<file path="src/rtl/irq_glue_pkg.sv">
package irq_glue_pkg;

    typedef enum logic [2:0] {
        FC_RSVD0     = 3'b000,
        FC_USR_DATA  = 3'b001,
        FC_USR_PROG  = 3'b010,
        FC_RSVD3     = 3'b011,
        FC_RSVD4     = 3'b100,
        FC_SUP_DATA  = 3'b101,
        FC_SUP_PROG  = 3'b110,
        FC_CPU_SPACE = 3'b111
    } fc_code_t;

    typedef struct packed {
        logic       strobe;
        logic [2:0] fc;
        logic [2:0] lvl;
    } ack_cycle_t;

endpackage

</file>
<file path="src/rtl/irq_prio_enc.sv">
module irq_prio_enc #(
    parameter int N = 7,
    parameter int W = 3
) (
    input  logic [N-1:0] req_n,
    output logic [W-1:0] level
);
    always_comb begin
        level = '0;
        for (int i = 0; i < N; i++) begin
            if (!req_n[i]) level = W'(i + 1);
        end
    end
endmodule

</file>
<file path="src/rtl/irq_lvl_sync.sv">
module irq_lvl_sync #(
    parameter int W      = 3,
    parameter int STAGES = 2
) (
    input  logic         clk,
    input  logic         rst,
    input  logic [W-1:0] d,
    output logic [W-1:0] q
);
    logic [W-1:0] stage [STAGES];

    for (genvar g = 0; g < STAGES; g++) begin : g_stage
        if (g == 0) begin : g_first
            always_ff @(posedge clk) begin
                if (rst) stage[0] <= '1;
                else     stage[0] <= d;
            end
        end else begin : g_next
            always_ff @(posedge clk) begin
                if (rst) stage[g] <= '1;
                else     stage[g] <= stage[g-1];
            end
        end
    end

    assign q = stage[STAGES-1];
endmodule

</file>
<file path="src/rtl/irq_ack_dec.sv">
module irq_ack_dec
    import irq_glue_pkg::*;
#(
    parameter int N = 7,
    parameter int W = 3
) (
    input  ack_cycle_t   cyc,
    output logic [N-1:0] iack_n
);
    logic hit;

    assign hit = cyc.strobe && (cyc.fc == FC_CPU_SPACE);

    always_comb begin
        for (int k = 0; k < N; k++) begin
            iack_n[k] = !(hit && (cyc.lvl == W'(k + 1)));
        end
    end
endmodule

</file>
<file path="src/rtl/irq_ack_glue.sv">
module irq_ack_glue
    import irq_glue_pkg::*;
#(
    parameter int NUM_LEVELS  = 7,
    parameter int SYNC_STAGES = 2,
    localparam int LVL_W      = $clog2(NUM_LEVELS + 1)
) (
    input  logic                  clk,
    input  logic                  rst,
    input  logic [NUM_LEVELS-1:0] req_n,
    input  logic [2:0]            fc,
    input  logic [LVL_W-1:0]      ack_lvl,
    input  logic                  as_n,
    output logic [LVL_W-1:0]      ipl_n,
    output logic [NUM_LEVELS-1:0] iack_n
);
    logic [LVL_W-1:0] enc_lvl;
    ack_cycle_t       cyc;

    irq_prio_enc #(.N(NUM_LEVELS), .W(LVL_W)) i_enc (
        .req_n (req_n),
        .level (enc_lvl)
    );

    irq_lvl_sync #(.W(LVL_W), .STAGES(SYNC_STAGES)) i_sync (
        .clk (clk),
        .rst (rst),
        .d   (~enc_lvl),
        .q   (ipl_n)
    );

    assign cyc.strobe = !as_n;
    assign cyc.fc     = fc;
    assign cyc.lvl    = 3'(ack_lvl);

    irq_ack_dec #(.N(NUM_LEVELS), .W(3)) i_dec (
        .cyc    (cyc),
        .iack_n (iack_n)
    );

    AST_IDLE_LEVEL: assert property (@(posedge clk) disable iff (rst)
        ($past(&req_n) && $past(&req_n, 2)) |-> (&ipl_n));
    AST_ACK_ONE_HOT: assert property (@(posedge clk) disable iff (rst)
        $onehot0(~iack_n));
    AST_ACK_NEEDS_CPU: assert property (@(posedge clk) disable iff (rst)
        (fc != FC_CPU_SPACE) |-> (&iack_n));
    AST_ACK_NEEDS_STROBE: assert property (@(posedge clk) disable iff (rst)
        as_n |-> (&iack_n));
    AST_ACK_ZERO_LEVEL: assert property (@(posedge clk) disable iff (rst)
        (ack_lvl == '0) |-> (&iack_n));
    AST_ACK_MATCH: assert property (@(posedge clk) disable iff (rst)
        (!as_n && fc == FC_CPU_SPACE && ack_lvl != '0)
        |-> ((~iack_n) == (NUM_LEVELS'(1) << (ack_lvl - 1'b1))));
endmodule

</file>
<file path="config.mk">
export PLATFORM = sky130hd
export DESIGN_NAME = irq_ack_glue
export DESIGN_NICKNAME = d
export VERILOG_FILES = /design/src/rtl/irq_glue_pkg.sv /design/src/rtl/irq_prio_enc.sv /design/src/rtl/irq_lvl_sync.sv /design/src/rtl/irq_ack_dec.sv /design/src/rtl/irq_ack_glue.sv
export SDC_FILE = /design/constraint.sdc
export NUM_CORES = 1
export LEC_CHECK = 0
export BUFFER_PORTS_ARGS = -buffer_cell sky130_fd_sc_hd__buf_4
export CORE_AREA = 2 2 39 41
export CTS_CLUSTER_SIZE = 14
export DETAILED_ROUTE_END_ITERATION = 8
export DIE_AREA = 0 0 41 43
export GPL_TIMING_DRIVEN = 1
export HOLD_SLACK_MARGIN = 0.08
export SYNTH_ARGS = -nofsm -noshare
export SYNTH_HDL_FRONTEND = slang
export SYNTH_SLANG_ARGS = --single-unit
</file>
<file path="constraint.sdc">
create_clock -name clk -period 1 [get_ports clk]
set_input_delay 0.25 -clock clk [delete_from_list [all_inputs] [get_ports clk]]
set_output_delay 0.25 -clock clk [all_outputs]
set_load 0.03 [all_outputs]
</file>
* After elaboration in Yosys (flattened, before gate mapping) *
Memory sizes are Yosys's and may differ from the RTL's.
Cells that the tools add are included.

storage, ports and cells
  flip-flop bits (word level) = 0
  bits in latches = 0
  RAM bits = 6
  ROM bits = 0
  input port bits = 16
  output and inout port bits = 10
  word-level logic and storage cells = 40
  memories kept = 1

cells by class
  $add $sub $neg = 0
  multiply operators = 0
  div/mod/pow operators = 0
  magnitude comparators = 0
  equal/unequal tests = 8
  shift-type cells = 0
  mux-type cells = 12
  bitwise logic cells = 3
  reductions and logical operators = 16

memories
  memory        words  bits a word  rd ports  clocked after memory_dff  write ports  line                RTL
  i_sync.stage  2      3            2         0                         2            irq_lvl_sync.sv:10  logic [W-1:0] stage [STAGES];

operator list
  cell                                            count
  two-way mux 3 bit                               6
  == test 3 bit (second input constant)           5
  logical AND 1 bit                               8
  zero test 1 bit                                 8
  == test 3 x 2 -> 1 bit (second input constant)  2
  two-way mux 1 bit                               4
  two-way mux 2 bit                               2
  == test 3 x 1 -> 1 bit (second input constant)  1
  inverter 3 bit                                  1
  OR 1 bit                                        2

* Logic depth before layout (Yosys ltp) *
  depth in word-level cells = 9
  depth in mapped cells = 3
  mapped depth without buffers = 3

* By module *
From an unflattened synthesis, not the netlist that was laid out.

unflattened totals
  cells, all modules = 35
  area, all modules = 300.3 um^2

by module, submodules not included
  module        times used  cells an instance  area each (um^2)
  irq_lvl_sync  1           12                 157.7
  irq_ack_dec   1           10                 77.6
  irq_prio_enc  1           9                  50.0
  irq_ack_glue  1           4                  15.0

* Worst setup path before layout *
OpenSTA, ideal clock, no wires.

  kind = input to output
  start point = in as_n
  end point = out iack_n[2]
  arrival time = 0.897 ns
  required time = 0.750 ns
  path slack = -0.147 ns
  cell stages on the path = 3
  path buffers = 0
  cells stage by stage = and4b_1 > and2b_1 > nand3_1

on the way
  word-level cells in the longest chain between the ends = 4

RTL lines
  element            line                RTL
  start, declared    irq_ack_glue.sv:13  input logic as_n,
  zero test 1 bit    irq_ack_glue.sv:32  assign cyc.strobe = !as_n;
  logical AND 1 bit  irq_ack_dec.sv:12   assign hit = cyc.strobe && (cyc.fc == FC_CPU_SPACE);
  logical AND 1 bit  irq_ack_dec.sv:16   iack_n[k] = !(hit && (cyc.lvl == W'(k + 1)));
  zero test 1 bit    irq_ack_dec.sv:16
  end, declared      irq_ack_glue.sv:15  output logic [NUM_LEVELS-1:0] iack_n

No other way between the ends.

* Worst setup path after layout *
  start point = in as_n
  end point = out iack_n[6]

The elaborated chain is that of the path after synthesis.

==> impl_metrics.tcl <==
set metrics [dict create \
    status "finished, violations left" \
    violations "setup timing" \
    htree_levels 1 \
    fin_crit_ns 1.24 \
    async_flop_share_pct 0 \
    reg2reg_from "i_sync.stage[0][1]" \
    maxCapViolCount 0 \
    dieArea_um2 1760 \
    cts.sinks 6 \
    gp_congestion 0.611 \
    start_kind "primary input" \
    fin_nets 81 \
    register_area_um2 120 \
    maxSlewHeadroom_pct 79.0 \
    yosysMostFrequentCell "nand2_1" \
    fin_tns_setup_ns -1.62 \
    sw_frac_of_total_pct 24.2 \
    hp-start "rst" \
    crit_chain "buf_6, and4b_1, and2_4, nand3_4, buf_6" \
    seq_power_share_pct 42.2 \
    met1_usage_pct 8.31 \
    place_area_um2 547 \
    cp.required_ns 0.75 \
    drt_iter0_markers 4 \
    avgSynthCellArea_um2 8.19 \
    netlist_area_um2 270 \
    overflow 0 \
    synthesis.nets 49 \
    grt_max_degree 8 \
    multi_input_area_um2 200 \
    dp_hpwl_um 636 \
    start_util_pct 19.5 \
    dp_slack_ns -0.294 \
    die_h_um 43 \
    ant_nets 0 \
    first_global_vias 344 \
    whs_path_depth 2 \
    crit_top_cell "buf_6" \
    vias 338 \
    leakagePower_uw 0.000299 \
    netlist.area_leader.share_pct 44.4 \
    crit_slowest_cell "and4b_1" \
    route.detailed.drc 0 \
    fin_crit_sh_pct 124 \
    worst_setup_path_end_kind "primary output" \
    arrival_ns 0.99 \
    fin_skew_ns 0.00418 \
    largest-register "i_sync.stage" \
    syn_inst 33 \
    drv_slew 0 \
    reg_top3 "i_sync.stage (6)" \
    fp.dieW_um 41 \
    pwr-share-comb_pct 22.3 \
    rows 14 \
    io_buffers 25 \
    cts_buffer_depth 2 \
    synth_warnings 0 \
    ios 26 \
    path_clk_slew_ns 0.04 \
    avgViaCountPerCell 4.28 \
    layout-area-overhead-vs-synth_pct 122 \
    grt_first_pass_wirelength_um 1240 \
    crit_type "primary input to primary output" \
    fin_area_um2 599 \
    rsz0062_at_grt "yes" \
    cts-root-buf "clkbuf_4" \
    synth_edf_count 0 \
    routedWlPerCell_um 9.72 \
    slowest_delay_ns 0.24 \
    core_um2 1380 \
    regToRegSetupSlack_ns 0.40 \
    synthTopCellsByArea "dfxtp_1 44%, nand2_1 9.7%, or2_1 6.9%, nand3_1 5.6%, nor2b_1 4.6%" \
    ys_ff_latch 6 \
    crit_fanout 4 \
    p_int_uw 465 \
    cts_buffers 3 \
    largest_reg_flops 6 \
    tritoncts "yes" \
    peakVddDrop_mv 0.322 \
    wirelength_um 768 \
    track_usage_pct 10.4 \
    nFillCells 153 \
    drt-pass1-iter-count 2 \
    min_to "i_sync.stage[0][2]" \
    ys_top_cells_by_count "7 x nand2_1, 6 x dfxtp_1, 3 x nand3_1, 3 x or2_1" \
    tightest_slew_ns 0.315 \
    busiest_layer "met2" \
    ys.flop_type "dfxtp_1" \
    drive_gt1_share_pct 61.9 \
    p_clk_share_pct 35.5 \
    seq_area_frac_synth_pct 44.4 \
    grt_antenna_before_repair 0 \
    r2r_cells 1 \
    yosys.area.top_type "dfxtp_1" \
    clk_latency_ns 0.24 \
    finalHoldViolCount 0 \
    net-switching-power_uw 148 \
    r2r_end "i_sync.stage[1][1]" \
    antenna_cells 0 \
    use_met2_pct 18.1 \
    setup_viol 7 \
    fmax_mhz 805 \
    min-delay-path-class "primary input to register" \
    grtUsageMet3_pct 5.76 \
    setup_slack_ns -0.243 \
    power.density_nw_per_um2 1020 \
    yosysUniqueCellTypes 15 \
]
==> cells in the final DEF (no fill, tap or decap), drive strengths merged <==
master / count
buf: 27
dfxtp: 6
a21oi: 2
inv: 1
or2: 3
nor2b: 2
o21ai: 1
nand3: 3
nand2: 7
a31o: 1
a41o: 1
nor2: 2
and4b: 1
and2b: 1
nand2b: 1
clkbuf: 3
and2: 1
==> cell families after synthesis <==
| logic type | synth area share (%) |
|---|---|
| DFF | 44.4 |
| buffers and inverters | 1.39 |
| and+or+nand+nor | 41.7 |
| AOI/OAI and AO/OA | 12.5 |
==> layout make-up <==
type	count	area share [%]
inverter	1	0.626
clock buffer	3	3.76
sequential	6	20.0
tap	16	3.34
timing repair buffer	27	38.8
multi-input combinational	26	33.4
==> power groups by stage <==
stage               Combinational [uW]  Sequential [uW]  Clock (uW)
floorplan                         37.4              277           0
global placement                   134              263           0
detailed placement                 136              263           0
CTS                                139              259         233
global route                       149              260         247
finish                             137              259         217
==> through the flow <==
| step | hold slack, ns | std cells | total power [uW] | util, % |
|---|---|---|---|---|
| detailed placement | 0.394 | 76 | 399 | 39.5 |
| floorplan | 0.344 | 33 | 315 | - |
| global route | 0.231 | 79 | 656 | 43.3 |
| CTS | 0.233 | 79 | 630 | 43.3 |
| global placement | 0.390 | 76 | 397 | 39.5 |
| finish | 0.244 | 79 | 613 | 43.3 |
==> metal layers <==
| layer | wire (um) | share of wire (%) |
|---|---|---|
| met1 | 258 | 34 |
| met2 | 410 | 53 |
| met3 | 99 | 13 |
| met4 | 0 | 0 |
| met5 | 0 | 0 |
==> how the worst max path moves through the flow <==
stage	from	endpoint	slack, ns	cells after the start
final	as_n	iack_n[6]	-0.24	5
after floorplan	fc[0]	iack_n[0]	-0.06	3
after global placement	as_n	iack_n[6]	-0.29	5
after global routing	as_n	iack_n[2]	-0.28	5
after CTS	as_n	iack_n[6]	-0.26	5
after detailed placement	as_n	iack_n[6]	-0.29	5
==> worst max-delay path, delay by kind of cell <==
family,cells,cell delay [ns]
and+or+nand+nor,3,0.52
buffers and inverters,2,0.23
==> what timing repair did <==
action / CTS / global route
hold buffers: 0 / 0
buffers inserted: 0 / 0
gates cloned: 0 / 0
setup endpoints to repair: 7 / 7
gates resized for setup: 8 / 0
pin swaps: 3 / 2
Power figures use the tool's default switching activity.
